==> src/rtl/imu_pkg.sv <==
package imu_pkg;

  typedef enum logic [2:0] {
    OP_ADD = 3'd0,
    OP_SUB = 3'd1,
    OP_MUL = 3'd2,
    OP_DIV = 3'd3,
    OP_DDV = 3'd4
  } imu_op_e;

  typedef enum logic [1:0] {
    ST_IDLE = 2'd0,
    ST_RUN  = 2'd1,
    ST_FIN  = 2'd2
  } imu_state_e;

  localparam logic [2:0] OP_LAST = 3'd4;

endpackage

==> src/rtl/imu_fast_path.sv <==
module imu_fast_path #(
  parameter int DW = 16
) (
  input  logic [2:0]      op,
  input  logic [DW-1:0]   a,
  input  logic [DW-1:0]   b,
  output logic [DW-1:0]   res,
  output logic            carry,
  output logic            ovf,
  output logic            mreg_we,
  output logic [2*DW-1:0] prod
);
  import imu_pkg::*;

  localparam int MW = 2 * DW;
  localparam logic [DW-1:0] SMAX = {1'b0, {(DW-1){1'b1}}};
  localparam logic [DW-1:0] SMIN = {1'b1, {(DW-1){1'b0}}};

  logic [DW:0]   sum_w;
  logic [DW:0]   dif_w;
  logic [MW-1:0] ext_a;
  logic [MW-1:0] ext_b;
  logic          mul_ovf;

  always_comb begin
    sum_w   = {1'b0, a} + {1'b0, b};
    dif_w   = {1'b0, a} - {1'b0, b};
    ext_a   = {{DW{a[DW-1]}}, a};
    ext_b   = {{DW{b[DW-1]}}, b};
    prod    = ext_a * ext_b;
    mul_ovf = (prod[MW-1:DW-1] != {(DW+1){1'b0}}) &&
              (prod[MW-1:DW-1] != {(DW+1){1'b1}});
  end

  always_comb begin
    res     = '0;
    carry   = 1'b0;
    ovf     = 1'b0;
    mreg_we = 1'b0;
    unique case (op)
      OP_ADD: begin
        res   = sum_w[DW-1:0];
        carry = sum_w[DW];
        ovf   = (a[DW-1] == b[DW-1]) && (sum_w[DW-1] != a[DW-1]);
      end
      OP_SUB: begin
        res   = dif_w[DW-1:0];
        carry = dif_w[DW];
        ovf   = (a[DW-1] != b[DW-1]) && (dif_w[DW-1] != a[DW-1]);
      end
      OP_MUL: begin
        mreg_we = 1'b1;
        ovf     = mul_ovf;
        res     = mul_ovf ? (prod[MW-1] ? SMIN : SMAX) : prod[DW-1:0];
      end
      default: ;
    endcase
  end

endmodule

==> src/rtl/imu_divider.sv <==
module imu_divider #(
  parameter int DW = 16
) (
  input  logic                      clk,
  input  logic                      rst_n,
  input  logic                      load,
  input  logic [2*DW-1:0]           dvd,
  input  logic [DW:0]               dvs,
  input  logic [$clog2(2*DW)-1:0]   iters,
  output logic                      last,
  output logic [2*DW-1:0]           quo,
  output logic [DW:0]               rem,
  output logic [DW:0]               dvs_o
);
  localparam int MW = 2 * DW;
  localparam int CW = $clog2(MW);

  logic [MW-1:0] quo_q, quo_n;
  logic [DW:0]   rem_q, rem_n;
  logic [DW:0]   dvs_q, dvs_n;
  logic [CW-1:0] cnt_q, cnt_n;
  logic          run_q, run_n;
  logic [DW+1:0] shifted;
  logic [DW+1:0] trial;
  logic          fits;

  always_comb begin
    shifted = {rem_q, quo_q[MW-1]};
    trial   = shifted - {1'b0, dvs_q};
    fits    = !trial[DW+1];
    quo_n   = quo_q;
    rem_n   = rem_q;
    dvs_n   = dvs_q;
    cnt_n   = cnt_q;
    run_n   = run_q;
    if (load) begin
      quo_n = dvd;
      rem_n = '0;
      dvs_n = dvs;
      cnt_n = iters;
      run_n = 1'b1;
    end else if (run_q) begin
      quo_n = {quo_q[MW-2:0], fits};
      rem_n = fits ? trial[DW:0] : shifted[DW:0];
      if (cnt_q == '0) run_n = 1'b0;
      else             cnt_n = cnt_q - 1'b1;
    end
  end

  always_ff @(posedge clk or negedge rst_n) begin
    if (!rst_n) begin
      quo_q <= '0;
      rem_q <= '0;
      dvs_q <= '0;
      cnt_q <= '0;
      run_q <= 1'b0;
    end else begin
      if (load || run_q) begin
        quo_q <= quo_n;
        rem_q <= rem_n;
        cnt_q <= cnt_n;
      end
      if (load) dvs_q <= dvs_n;
      run_q <= run_n;
    end
  end

  assign last  = run_q && (cnt_q == '0);
  assign quo   = quo_q;
  assign rem   = rem_q;
  assign dvs_o = dvs_q;

  // a zero divisor never reaches the iteration engine
  p_nonzero_divisor_r9: assert property (@(posedge clk) disable iff (!rst_n)
    load |-> (dvs != '0));

  // partial remainder always below the divisor magnitude while running
  p_rem_bound_r6: assert property (@(posedge clk) disable iff (!rst_n)
    run_q |-> (rem_q < dvs_q));

  // a running sequence is not restarted
  p_no_reload_r11: assert property (@(posedge clk) disable iff (!rst_n)
    run_q |-> !load);

endmodule

==> src/rtl/imu_div_post.sv <==
module imu_div_post #(
  parameter int DW = 16
) (
  input  logic            is_ddv,
  input  logic            neg_q,
  input  logic            neg_r,
  input  logic [2*DW-1:0] quo,
  input  logic [DW:0]     rem,
  input  logic [DW:0]     dvs,
  output logic [DW-1:0]   dest,
  output logic [DW-1:0]   q_word,
  output logic [DW-1:0]   r_word,
  output logic            ovf
);
  localparam int MW = 2 * DW;
  localparam logic [DW-1:0] SMAX = {1'b0, {(DW-1){1'b1}}};
  localparam logic [DW-1:0] SMIN = {1'b1, {(DW-1){1'b0}}};
  localparam logic [MW-1:0] LIM_POS = {{DW{1'b0}}, SMAX};
  localparam logic [MW-1:0] LIM_NEG = {{DW{1'b0}}, SMIN};

  logic [DW-1:0] q_mag;
  logic [DW-1:0] q_rnd;
  logic          half_up;

  always_comb begin
    ovf     = neg_q ? (quo > LIM_NEG) : (quo > LIM_POS);
    q_mag   = quo[DW-1:0];
    q_word  = neg_q ? (~q_mag + 1'b1) : q_mag;
    r_word  = neg_r ? (~rem[DW-1:0] + 1'b1) : rem[DW-1:0];
    half_up = !is_ddv && ({rem, 1'b0} >= {1'b0, dvs});
    q_rnd   = q_mag + {{(DW-1){1'b0}}, half_up};
    if (ovf)        dest = neg_q ? SMIN : SMAX;
    else if (neg_q) dest = ~q_rnd + 1'b1;
    else            dest = q_rnd;
  end

endmodule

==> src/rtl/int_math_unit.sv <==
module int_math_unit #(
  parameter int DW = 16
) (
  input  logic          clk,
  input  logic          rst_n,
  input  logic          start,
  input  logic [2:0]    op_code,
  input  logic [DW-1:0] src_a,
  input  logic [DW-1:0] src_b,
  input  logic          err_clr,
  output logic          busy,
  output logic          done,
  output logic [DW-1:0] dest,
  output logic [DW-1:0] mreg_hi,
  output logic [DW-1:0] mreg_lo,
  output logic          flag_c,
  output logic          flag_v,
  output logic          flag_z,
  output logic          flag_s,
  output logic          minor_err
);
  import imu_pkg::*;

  localparam int MW = 2 * DW;
  localparam int CW = $clog2(MW);
  localparam logic [DW-1:0] SMAX = {1'b0, {(DW-1){1'b1}}};
  localparam logic [DW-1:0] NSAT = {1'b1, {(DW-2){1'b0}}, 1'b1};

  // reset synchronizer: asynchronous assertion, synchronous release
  logic rst_meta, rst_n_s;
  always_ff @(posedge clk or negedge rst_n) begin
    if (!rst_n) begin
      rst_meta <= 1'b0;
      rst_n_s  <= 1'b0;
    end else begin
      rst_meta <= 1'b1;
      rst_n_s  <= rst_meta;
    end
  end

  imu_state_e    state_q, state_n;
  imu_op_e       op_q, op_n;
  logic          negq_q, negq_n, negr_q, negr_n;
  logic [DW-1:0] dest_q, dest_n, mhi_q, mhi_n, mlo_q, mlo_n;
  logic          c_q, c_n, v_q, v_n, z_q, z_n, s_q, s_n;
  logic          err_q, err_n, done_q, done_n;
  logic          res_en, mreg_en;

  logic [DW-1:0] fp_res;
  logic          fp_c, fp_v, fp_mwe;
  logic [MW-1:0] fp_prod;

  logic          div_load, div_last;
  logic [MW-1:0] div_dvd, div_quo;
  logic [DW:0]   div_dvs, div_rem, div_dvs_q;
  logic [CW-1:0] div_iters;

  logic [DW-1:0] pp_dest, pp_q, pp_r;
  logic          pp_v;

  logic [DW:0]   ext_a, ext_b, mag_a, mag_b;
  logic [MW-1:0] mreg_cat, mag_m;
  logic          a_neg, b_neg, m_neg, accept;

  imu_fast_path #(.DW(DW)) u_fast (
    .op(op_code), .a(src_a), .b(src_b),
    .res(fp_res), .carry(fp_c), .ovf(fp_v), .mreg_we(fp_mwe), .prod(fp_prod)
  );

  imu_divider #(.DW(DW)) u_div (
    .clk(clk), .rst_n(rst_n_s), .load(div_load), .dvd(div_dvd), .dvs(div_dvs),
    .iters(div_iters), .last(div_last), .quo(div_quo), .rem(div_rem),
    .dvs_o(div_dvs_q)
  );

  imu_div_post #(.DW(DW)) u_post (
    .is_ddv(op_q == OP_DDV), .neg_q(negq_q), .neg_r(negr_q),
    .quo(div_quo), .rem(div_rem), .dvs(div_dvs_q),
    .dest(pp_dest), .q_word(pp_q), .r_word(pp_r), .ovf(pp_v)
  );

  // operand magnitudes
  always_comb begin
    a_neg    = src_a[DW-1];
    b_neg    = src_b[DW-1];
    ext_a    = {src_a[DW-1], src_a};
    ext_b    = {src_b[DW-1], src_b};
    mag_a    = a_neg ? (~ext_a + 1'b1) : ext_a;
    mag_b    = b_neg ? (~ext_b + 1'b1) : ext_b;
    mreg_cat = {mhi_q, mlo_q};
    m_neg    = mreg_cat[MW-1];
    mag_m    = m_neg ? (~mreg_cat + 1'b1) : mreg_cat;
    accept   = start && (state_q == ST_IDLE) && (op_code <= OP_LAST);
  end

  // next-state logic
  always_comb begin
    state_n   = state_q;
    op_n      = op_q;
    negq_n    = negq_q;
    negr_n    = negr_q;
    dest_n    = dest_q;
    mhi_n     = mhi_q;
    mlo_n     = mlo_q;
    c_n       = c_q;
    v_n       = v_q;
    done_n    = 1'b0;
    mreg_en   = 1'b0;
    div_load  = 1'b0;
    div_dvd   = '0;
    div_dvs   = '0;
    div_iters = '0;
    unique case (state_q)
      ST_IDLE: begin
        if (accept) begin
          op_n = imu_op_e'(op_code);
          unique case (imu_op_e'(op_code))
            OP_DIV: begin
              if (src_b == '0) begin
                dest_n = a_neg ? NSAT : SMAX;
                c_n    = 1'b0;
                v_n    = 1'b1;
                done_n = 1'b1;
              end else begin
                div_load  = 1'b1;
                div_dvd   = {mag_a[DW-1:0], {DW{1'b0}}};
                div_dvs   = mag_b;
                div_iters = CW'(DW - 1);
                negq_n    = a_neg ^ b_neg;
                negr_n    = a_neg;
                state_n   = ST_RUN;
              end
            end
            OP_DDV: begin
              if (src_a == '0) begin
                dest_n = m_neg ? NSAT : SMAX;
                c_n    = 1'b0;
                v_n    = 1'b1;
                done_n = 1'b1;
              end else begin
                div_load  = 1'b1;
                div_dvd   = mag_m;
                div_dvs   = mag_a;
                div_iters = CW'(MW - 1);
                negq_n    = m_neg ^ a_neg;
                negr_n    = m_neg;
                state_n   = ST_RUN;
              end
            end
            default: begin
              dest_n  = fp_res;
              c_n     = fp_c;
              v_n     = fp_v;
              done_n  = 1'b1;
              mreg_en = fp_mwe;
              mhi_n   = fp_prod[MW-1:DW];
              mlo_n   = fp_prod[DW-1:0];
            end
          endcase
        end
      end
      ST_RUN: begin
        if (div_last) state_n = ST_FIN;
      end
      ST_FIN: begin
        dest_n  = pp_dest;
        c_n     = 1'b0;
        v_n     = pp_v;
        done_n  = 1'b1;
        mreg_en = !pp_v;
        mhi_n   = pp_q;
        mlo_n   = pp_r;
        state_n = ST_IDLE;
      end
      default: state_n = ST_IDLE;
    endcase
    res_en = done_n;
    z_n    = (dest_n == '0);
    s_n    = dest_n[DW-1];
    if (done_n && v_n) err_n = 1'b1;
    else if (err_clr)  err_n = 1'b0;
    else               err_n = err_q;
  end

  // registers
  always_ff @(posedge clk or negedge rst_n_s) begin
    if (!rst_n_s) begin
      state_q <= ST_IDLE;
      op_q    <= OP_ADD;
      negq_q  <= 1'b0;
      negr_q  <= 1'b0;
      dest_q  <= '0;
      mhi_q   <= '0;
      mlo_q   <= '0;
      c_q     <= 1'b0;
      v_q     <= 1'b0;
      z_q     <= 1'b0;
      s_q     <= 1'b0;
      err_q   <= 1'b0;
      done_q  <= 1'b0;
    end else begin
      state_q <= state_n;
      done_q  <= done_n;
      err_q   <= err_n;
      if (accept) begin
        op_q   <= op_n;
        negq_q <= negq_n;
        negr_q <= negr_n;
      end
      if (res_en) begin
        dest_q <= dest_n;
        c_q    <= c_n;
        v_q    <= v_n;
        z_q    <= z_n;
        s_q    <= s_n;
      end
      if (mreg_en) begin
        mhi_q <= mhi_n;
        mlo_q <= mlo_n;
      end
    end
  end

  assign busy      = (state_q != ST_IDLE);
  assign done      = done_q;
  assign dest      = dest_q;
  assign mreg_hi   = mhi_q;
  assign mreg_lo   = mlo_q;
  assign flag_c    = c_q;
  assign flag_v    = v_q;
  assign flag_z    = z_q;
  assign flag_s    = s_q;
  assign minor_err = err_q;

  // unknown operation codes start nothing
  p_bad_op_ignored_r1: assert property (@(posedge clk) disable iff (!rst_n_s)
    (!busy && start && (op_code > OP_LAST)) |=> (!done && !busy));

  // zero and negative never reported together
  p_zero_sign_excl_r4: assert property (@(posedge clk) disable iff (!rst_n_s)
    done |-> !(flag_z && flag_s));

  // multiply never reports a carry
  p_mul_nocarry_r5: assert property (@(posedge clk) disable iff (!rst_n_s)
    (done && op_q == OP_MUL) |-> !flag_c);

  // divisions never report a carry
  p_div_nocarry_r6: assert property (@(posedge clk) disable iff (!rst_n_s)
    (done && (op_q == OP_DIV || op_q == OP_DDV)) |-> !flag_c);

  // overflow completion leaves the error bit set
  p_ovf_sets_err_r10: assert property (@(posedge clk) disable iff (!rst_n_s)
    (done && flag_v) |-> minor_err);

  // error bit holds without a clear
  p_err_sticky_r10: assert property (@(posedge clk) disable iff (!rst_n_s)
    (minor_err && !err_clr) |=> minor_err);

  // completion only while idle
  p_done_idle_r11: assert property (@(posedge clk) disable iff (!rst_n_s)
    done |-> !busy);

  // a running divide is never abandoned
  p_run_not_aborted_r11: assert property (@(posedge clk) disable iff (!rst_n_s)
    (state_q == ST_RUN) |=> (state_q != ST_IDLE));

endmodule

==> config.mk <==
export PLATFORM = sky130hd
export DESIGN_NAME = int_math_unit
export DESIGN_NICKNAME = d
export VERILOG_FILES = /design/src/rtl/imu_pkg.sv /design/src/rtl/imu_fast_path.sv /design/src/rtl/imu_divider.sv /design/src/rtl/imu_div_post.sv /design/src/rtl/int_math_unit.sv
export SDC_FILE = /design/constraint.sdc
export NUM_CORES = 1
export LEC_CHECK = 0
export ABC_CLOCK_PERIOD_IN_PS = 5600
export CELL_PAD_IN_SITES_DETAIL_PLACEMENT = 0
export CELL_PAD_IN_SITES_GLOBAL_PLACEMENT = 1
export CORE_ASPECT_RATIO = 0.7
export CORE_MARGIN = 4
export CORE_UTILIZATION = 50
export CTS_BUF_LIST = sky130_fd_sc_hd__clkbuf_4
export CTS_CLUSTER_DIAMETER = 40
export DETAILED_ROUTE_END_ITERATION = 10
export DONT_BUFFER_PORTS = 1
export PLACE_DENSITY_LB_ADDON = 0.1
export SYNTH_ARGS = -nofsm -noshare
export SYNTH_HDL_FRONTEND = slang
export SYNTH_SLANG_ARGS = --single-unit
==> constraint.sdc <==
create_clock -name clk -period 5.6 [get_ports clk]
set_input_delay 0.28 -clock clk [delete_from_list [all_inputs] [get_ports clk]]
set_output_delay 0.28 -clock clk [all_outputs]
set_load 0.01 [all_outputs]
Word level (Yosys, flattened, before mapping)
Cells that the tools add are included.
{"block": "totals", "register_bits": 135, "inputBits": 39, "out_inout_bits": 55, "elab_cells": 190}
{"block": "classes", "addsub": 11, "mul": 1, "n_lt_le_gt_ge": 4, "n_eq_ne": 23, "n_mux": 91, "n_bitwise": 8, "n_reduce_logical": 32}
{"operator": "16-bit two-way mux", "n": 16}
{"operator": "32-bit two-way mux", "n": 7}
{"operator": "17-bit two-way mux", "n": 9}
{"operator": "16-bit one-hot mux with 2 select lines", "n": 4}
{"operator": "32-bit one-hot mux with 2 select lines", "n": 1}
{"operator": "16-bit by 1-bit adder with 16-bit output (second input constant)", "n": 3}
{"operator": "16-bit logical NOT", "n": 3}
{"operator": "16-bit inverter", "n": 3}
{"operator": "16-bit one-hot mux with 3 select lines", "n": 1}
{"operator": "17-bit by 1-bit adder with 17-bit output (second input constant)", "n": 2}
{"operator": "17-bit inverter", "n": 2}
{"operator": "17-bit one-hot mux with 2 select lines", "n": 1}
{"operator": "32-bit by 1-bit adder with 32-bit output (second input constant)", "n": 1}
{"operator": "32-bit by 15-bit greater-than comparator with 1-bit output (second input constant)", "n": 1}
{"operator": "32-bit by 16-bit greater-than comparator with 1-bit output (second input constant)", "n": 1}
{"operator": "16-bit by 16-bit multiplier with 32-bit output", "n": 1}
{"operator": "32-bit inverter", "n": 1}
{"operator": "5-bit two-way mux", "n": 6}
{"operator": "1-bit two-way mux", "n": 26}
{"operator": "1-bit one-hot mux with 2 select lines", "n": 11}
{"operator": "18-bit by 17-bit greater-or-equal comparator with 1-bit output", "n": 1}
{"operator": "18-bit by 17-bit subtractor with 18-bit output", "n": 1}
{"operator": "16-bit by 16-bit adder with 17-bit output", "n": 1}
{"operator": "17-bit != test (second input constant)", "n": 1}
{"operator": "other kinds (34)", "n": 66}

Longest topological paths before layout
Gate-level depths: netlist (run 1).
{"block": "logic_depth", "depth_word": 10, "mapped_depth": 32, "mapped_depth_nobuf": 29}

Modules after synthesis
A second synthesis (run 1) with hierarchy kept.
{"block": "hier_totals", "hier_cells": 2866, "area_unflattened_um2": 23567.6}
{"module": "imu_fast_path", "instances": 1, "cells_each": 1448, "area_each_um2": 12186.7, "seq_area_each_um2": 0.0}
{"module": "int_math_unit", "instances": 1, "cells_each": 645, "area_each_um2": 5049.8, "seq_area_each_um2": 1551.5}
{"module": "imu_divider", "instances": 1, "cells_each": 440, "area_each_um2": 4111.4, "seq_area_each_um2": 1801.7}
{"module": "imu_div_post", "instances": 1, "cells_each": 333, "area_each_um2": 2219.6, "seq_area_each_um2": 0.0}

Worst setup path before layout (run 1)
OpenSTA, ideal clock, no wires.
{"block": "synth_timing", "path_type": "input -> register", "start": "in src_a[15]", "end": "reg z_q (netlist: flag_z)", "setup_time_ns": 0.067, "t_arrival_ns": 8.164, "required_time_ns": 5.533, "setup_slack_ns": -2.631, "stages": 30, "n_path_buf": 4, "cell_sequence": "clkbuf_1 clkbuf_1 buf_1 nand2_1 inv_1 fa_1 inv_1 fa_1 inv_1 fa_1 fa_1 fa_1 inv_1 fa_1 inv_1 ha_1 buf_2 a211oi_1 o21bai_1 a21o_1 a21oi_1 and3b_1 o22ai_1 or4b_1 or4_4 nor3_4 o21ai_0 a211oi_1 and4_1 a32o_1"}
{"block": "synth_via", "elab_chain_len": 9, "elab_cells_between_ends": 21, "classes_between": "add/sub (2); mul (1); eq/ne (1); mux (13); reduce/logical (4)"}
{"item": "start, declared", "line_no": "int_math_unit.sv:8", "text": "input logic [DW-1:0] src_a,"}
{"item": "16-bit by 16-bit multiplier with 32-bit output", "line_no": "imu_fast_path.sv:30", "text": "prod = ext_a * ext_b;"}
{"item": "17-bit != test / 17-bit nonzero test (equally long branches)", "line_no": "imu_fast_path.sv:32, imu_fast_path.sv:31"}
{"item": "1-bit logical AND", "line_no": "imu_fast_path.sv:31", "text": "mul_ovf = (prod[MW-1:DW-1] != {(DW+1){1'b0}}) &&"}
{"item": "16-bit two-way mux", "line_no": "imu_fast_path.sv:54", "text": "res = mul_ovf ? (prod[MW-1] ? SMIN : SMAX) : prod[DW-1:0];"}
{"item": "16-bit one-hot mux with 3 select lines", "line_no": "imu_fast_path.sv:40", "text": "unique case (op)"}
{"item": "16-bit one-hot mux with 2 select lines", "line_no": "int_math_unit.sv:117", "text": "unique case (imu_op_e'(op_code))"}
{"item": "16-bit two-way mux", "line_no": "int_math_unit.sv:115", "text": "if (accept) begin"}
{"item": "16-bit one-hot mux with 2 select lines", "line_no": "int_math_unit.sv:113", "text": "unique case (state_q)"}
{"item": "16-bit logical NOT", "line_no": "int_math_unit.sv:178", "text": "z_n = (dest_n == '0);"}
{"item": "end signal, assigned", "line_no": "int_math_unit.sv:214", "text": "z_q <= z_n;"}
{"item": "end, declared", "line_no": "int_math_unit.sv:45", "text": "logic c_q, c_n, v_q, v_n, z_q, z_n, s_q, s_n;"}
Parallel ways exist; a longest one is shown, timed or not.
A chain may end at the register's enable or synchronous reset.

Worst setup path after layout (run 1)
Same ends and word-level chain as after synthesis.

==> results of run 1 <==
[final cells by class]
class | instances | area [um^2]
Fill cell | 4030 | 17900
Multi-Input combinational cell | 2042 | 17500
Sequential cell | 134 | 3360
Timing Repair Buffer | 314 | 2500
Inverter | 398 | 1510
Tap cell | 594 | 743
Clock inverter | 14 | 223
Clock buffer | 17 | 128
Antenna cell | 2 | 5.00
[critical path, stage by stage]
cell	delay, ns
nand2_8	0.08
inv_4	0.03
fa_2	0.63
inv_4	0.07
fa_1	0.54
clkinvlp_4	0.20
fa_1	0.56
fa_1	0.45
fa_1	0.51
inv_2	0.04
fa_1	0.51
inv_2	0.05
ha_4	0.28
and3_4	0.18
and3_4	0.20
o211ai_1	0.10
a31o_1	0.23
a21boi_2	0.14
o22ai_1	0.08
or4b_4	0.48
or4_4	0.51
nor3_4	0.24
buf_12	0.15
o2111ai_1	0.10
a22oi_1	0.26
and4_1	0.24
a32o_1	0.15
[metal layers]
| metal | track usage [%] | share of wire, % |
|---|---|---|
| met3 | 11.8 | 11 |
| met2 | 48.8 | 41 |
| met5 | 0 | 0.040 |
| met4 | 8.15 | 3.0 |
| met1 | 49.8 | 45 |
[per-stage QoR]
| step | worst slack, ns | util, % | std cells | cell area [um^2] |
|---|---|---|---|---|
| after floorplan | -1.79 | - | 2719 | 22800 |
| after global placement | -1.79 | 57.1 | 3457 | 25000 |
| after detailed placement | -1.87 | 57.1 | 3457 | 25000 |
| after CTS | -1.05 | 58.9 | 3508 | 25800 |
| after global routing | -1.30 | 59.2 | 3515 | 25900 |
| final | -1.20 | 59.2 | 3515 | 25900 |
[state kept, by name, indices dropped and copies added, names as in the netlist]
register     cells
u_div.cnt_q      5
minor_err        1
u_div.rem       17
flag_v           1
u_div.quo       32
mreg_hi         16
mreg_lo         16
negr_q           1
flag_z           1
u_div.dvs_o     17
done             1
rst_meta         1
state_q          2
rst_n_s          1
negq_q           1
u_div.run_q      1
flag_c           1
op_q             3
dest            16
[path summary, 6_finish.rpt]
kind / from / to / slack [ns] / depth (start not counted)
hold reg to reg: rst_n_s$_DFF_PN0_ / dest[2]$_DFFE_PN0P_ / 0.32 / 0
min in group asynchronous: rst_n_s$_DFF_PN0_ / dest[2]$_DFFE_PN0P_ / 0.32 / 0
max in group asynchronous: rst_n_s$_DFF_PN0_ / u_div.rem[5]$_DFFE_PN0P_ / 4.07 / 1
setup reg to reg: u_div.rem[2]$_DFFE_PN0P_ / flag_z$_DFFE_PN0P_ / -0.80 / 30
setup / recovery: src_a[15] / flag_z$_DFFE_PN0P_ / -1.20 / 27
hold / removal: op_code[1] / flag_v$_DFFE_PN0P_ / 0.04 / 3
[cell families (layout without fill, tap and decap cells)]
| group | Yosys count | count (layout) |
|---|---|---|
| AO/OA/AOI/OAI | 602 | 602 |
| XOR/XNOR | 165 | 165 |
| other | 1 | 3 |
| multiplexers | 52 | 52 |
| flip-flops | 134 | 134 |
| adder cells (fa/ha/maj) | 407 | 407 |
| AND/OR/NAND/NOR | 815 | 815 |
| buffers and inverters | 543 | 743 |
[cells in the final DEF (no fill, tap or decap), drive strengths merged, types with 32 or more instances in the layout]
master  count
nand3      32
nor3       40
inv       399
nand2     301
dfrtp     134
o21ai     198
buf       306
fa        265
xor2       83
xnor2      82
nor2      176
o22ai      40
ha        142
and2      102
a21oi     128
mux2i      48
[repair_timing]
| item | in CTS | in global routing |
|---|---|---|
| pin swaps | 35 | 20 |
| hold endpoints to repair | 10 | 0 |
| endpoints found under the setup margin | 20 | 23 |
| gates resized for setup | 50 | 31 |
| hold buffers | 8 | 0 |
| buffers inserted | 13 | 6 |
==> results.md, run 1 <==
* Final net count at roughly 3.4k
* Crit Path Max Fanout at 37
* Unrepaired setup endpoints after global routing: yes
* Crit path launch type: input pin
* Core area at about 0.044 mm^2
* Clock Pin Slew Worst Setup and Hold Paths at around 0.14 ns
* Crit path capture type: flop
* Syn. warnings at 0
* Skew final at a little under 0.02 ns
* Synth area leader: fa_1
* Rel. slew slack at roughly a third
* Status: complete, but fails checks
* Initial Util at 50.8%
* Vias in the first global route at between 20k and 25k
* Fin. max-slew vios at 0
* Area share of fa/ha/maj cells after synthesis at a little under a third
* Most common cell in the netlist: inv_1
* Critical Path AT at 7.35 ns
* Clock buffer depth at 2
* Synth Area in Simple Gates at between 10% and 20%
* Setup TNS at -18.50 ns
* DRC viols at 0
* Sequential area share after synthesis at between 15 and 20%
* Floorplan row count at 64
* Max Fclk at between 0.1 and 0.15 GHz
* Xor/xnor cell area share of the yosys netlist at between 6 and 7%
* Syn Inst Count at approximately 2.7k
* Synthesized cell area at ~0.022 mm^2
* CTS tree: done
* Worst Hold Class: in2reg
* Period minus WS final at about 6.8 ns
* Synth Area in Compound Gates at between 10% and 20%
* Clk_lat worst skew at 0.60 ns
* Grt ovf at 0
* Post-Route WL at 80600 um
* I/O Buffers at 0
* DRT iter0 DRCs at 1814
* Gpl congestion at between 0.9 and 1
* Hold WS at 0.0382 ns
* Failing checks: negative setup slack
* Via/cell ratio at ~5.8
* PnR worst setup slack at -1.20 ns
* Multiplexer area fraction after synthesis at between 2 and 2.5%
* EDFF count, synth at 0
* Yosys cell types at approximately 100
* Post-synth top flop: dfrtp_1
* First-pass GRT wire length at 124000 um
* Clk sink count at 134
* Final period util at 121%
* Share of layout cells above drive strength 1 at between 10% and 20%
* Flop and latch count out of synthesis at roughly 130
* Required time of the critical path at just over 6 ns
* Post-DP HPWL at between 60000 and 70000 um
* Pre-antenna DRT Iters at 7
* # Max-Cap Violations at 0
* Share of Yosys cell area claimed by the top area cell type at between 20% and 30%
* Via Count at ~20k
* Top cells by area, synth: fa_1 (24%), dfrtp_1 (15%), ha_1 (8.0%), inv_1 (6.7%), nand2_1 (5.1%)
* H-Tree Level Count at 4
* Top cells by count, synth: inv_1 (396), nand2_1 (301), fa_1 (265)
* Die boundary height at between 150 and 200 um
* DRT antenna net count at 0
* Total CTS buffers at 17
* Area growth syn-to-layout at 16.7%
* Mapped Avg Cell Area at between 8 and 9 um^2
* Largest net degree at the start of global routing at 64
* # setup viols final at 20
* Io pins at between 90 and 100
* Worst Setup Path Type: in2reg
* Overall routing resource usage at about a third
* Largest family of logic cells by synthesized area: adder cells
* Initial antenna violation count at 8
* Synth async-reset ratio at 100%
* Final Hold Vio Count at 0
* CTS root buffer: clkbuf_4
* Die W at about 260 um
* Post-Synthesis Net Count at ~3.2k
* Routed WL per cell at roughly 23 um
* Die area at between 0.04 and 0.05 mm^2
* Slew @ Worst Pin at 1.03 ns
Power of run 1 is left out: the tool's default activity adds up to more than one toggle a clock period on the data nets, which glitch-free logic cannot reach.
==> run 2: changes to the inputs <==
BUFFER_PORTS_ARGS = -buffer_cell sky130_fd_sc_hd__buf_2   (was unset)
DONT_BUFFER_PORTS = unset   (was 1)
==> run 2 against run 1 <==
The run still ends with negative setup slack left. Largest cell class unchanged. Routed wire length rose by 5.1%. Clock skew is 0.0098 ns higher. Critical path depth is the same. Die area unchanged.
==> results.md, run 2 (synthesis gave the netlist of run 1 again) <==
* Commonest non-fill, non-tap cells in the layout: buf_4 (383), inv_1 (364), nand2_1 (290)
* Max Fclk at ~0.14 GHz
* DP Worst Slack at -2.21 ns
* H-Tree Level Count at 4
* Max reg flops at 32
* Clk_lat worst skew at slightly above 0.6 ns
* Required time of the critical path at about 6.1 ns
* Initial antenna violation count at 4
* Critical-path top delay cell: or4_4
* Clock Pin Slew Worst Setup and Hold Paths at 0.14 ns
* Share of layout cells above drive strength 1 at between 20% and 30%
* Initial Util at 50.8%
* Final Util at between 60% and 70%
* Vias in the first global route at ~21k
* Die boundary height at roughly 180 um
* # Max-Cap Violations at 0
* Routed WL per cell at approximately 23 um
* DRT antenna net count at 0
* Overall routing resource usage at between 30% and 40%
* Crit Path Max Fanout at 6
* Grt ovf at 0
* Post-Route WL at between 80000 and 90000 um
* Critical Path AT at 7.57 ns
* Slew @ Worst Pin at 1.27 ns
* Pre-antenna DRT Iters at 6
* Final net count at between 3k and 4k
* Placed Instance Area at between 0.02 and 0.03 mm^2
* Crit. path cell count at 27
* Rel. slew slack at between 10% and 20%
* Clock buffer depth at 2
* Status: complete, but fails checks
* Crit path capture type: flop
* Slowest cell delay on critical path at 0.57 ns
* Layout fillers at 3824
* Die area at roughly 0.048 mm^2
* Hold Path Stages at 3
* Io pins at 94
* Final period util at 126%
* DRC viols at 0
* Total CTS buffers at 17
* Via/cell ratio at about 5.8
* Period minus WS final at slightly above 7 ns
* Largest net degree at the start of global routing at 133
* CTS root buffer: clkbuf_4
* Final Instance Area at approximately 0.028 mm^2
* Clk sink count at approximately 130
* Failing checks: negative setup slack
* CTS tree: done
* First-pass GRT wire length at 129000 um
* Skew final at between 0.02 and 0.03 ns
* WP buf/inv at 6
* Floorplan row count at 64
* I/O Buffers at 93
* Worst Hold Class: in2reg
* Gpl congestion at between 0.9 and 1
* DRT iter0 DRCs at 2129
* Unrepaired setup endpoints after global routing: yes
* Final Hold Vio Count at 0
* PnR worst setup slack at -1.44 ns
* Die W at 260 um
* Largest delay share family, worst path: adder cells
* CP most frequent cell: fa_1
* Commonest non-fill, non-tap cell in the layout: buf_4
* # setup viols final at 22
* Area growth syn-to-layout at 24.7%
* Core area at 0.0438 mm^2
* Via Count at between 20k and 25k
* Worst Setup Path Type: in2reg
* Worst Reg2Reg Path Length in Cells at 30
* Post-DP HPWL at about 70000 um
* Crit path launch type: input pin
* Fin. max-slew vios at 0
-- run 2: path summary, 6_finish.rpt --
check | start | to | slack (ns)
worst max register to register | u_div.rem[2]$_DFFE_PN0P_ | flag_z$_DFFE_PN0P_ | -0.75
min in group asynchronous | rst_n_s$_DFF_PN0_ | u_div.cnt_q[1]$_DFFE_PN0P_ | 0.37
worst min register to register | rst_n_s$_DFF_PN0_ | u_div.cnt_q[1]$_DFFE_PN0P_ | 0.37
worst min-delay path | err_clr | minor_err$_DFFE_PN0P_ | 0.01
max in group asynchronous | rst_n_s$_DFF_PN0_ | u_div.rem[9]$_DFFE_PN0P_ | 4.55
worst max-delay path | src_a[7] | flag_z$_DFFE_PN0P_ | -1.44
-- run 2: metrics by stage --
step                hold WS [ns]  setup TNS [ns]  cells
CTS                       0.0136          -18.62   3705
finish                   0.00960          -22.13   3716
global placement          0.0637          -47.26   3650
detailed placement        0.0667          -49.48   3650
floorplan                -0.0156          -30.27   2719
global route              0.0301          -27.36   3716
-- run 2: layout make-up --
cell class	count	area, um^2	area share, %
Clock inverter	15	141	0.510
Clock buffer	17	128	0.460
Sequential cell	134	3360	12.1
Tap cell	594	743	2.68
Timing Repair Buffer	514	4160	15.0
Antenna cell	2	5.00	0.0180
Multi-Input combinational cell	2042	17700	63.8
Inverter	398	1510	5.43
-- run 2: worst min-delay path: cells and delay by family --
family / cells / cell delay, ns
buffers and inverters: 1 / 0.07
AOI/OAI and AO/OA: 1 / 0.09
and+or+nand+nor: 1 / 0.13
-- run 2: what timing repair did --
| action | in CTS | in global routing |
|---|---|---|
| endpoints found under the hold margin | 2 | 0 |
| resized for setup | 133 | 86 |
| pin swaps | 64 | 30 |
| hold buffers | 2 | 0 |
| cloned | 0 | 1 |
| setup buffers | 25 | 11 |
| setup endpoints to repair | 27 | 31 |
-- run 2: layer usage --
metal / track usage [%] / vias up / share of wire, %
met2: 49.4 / 982 / 40
met1: 55.9 / 10600 / 47
li1: - / 9752 / -
met5: 0 / - / 0.015
met3: 8.02 / 136 / 11
met4: 7.90 / 2 / 2.6
Power of run 2 is left out for the same reason.
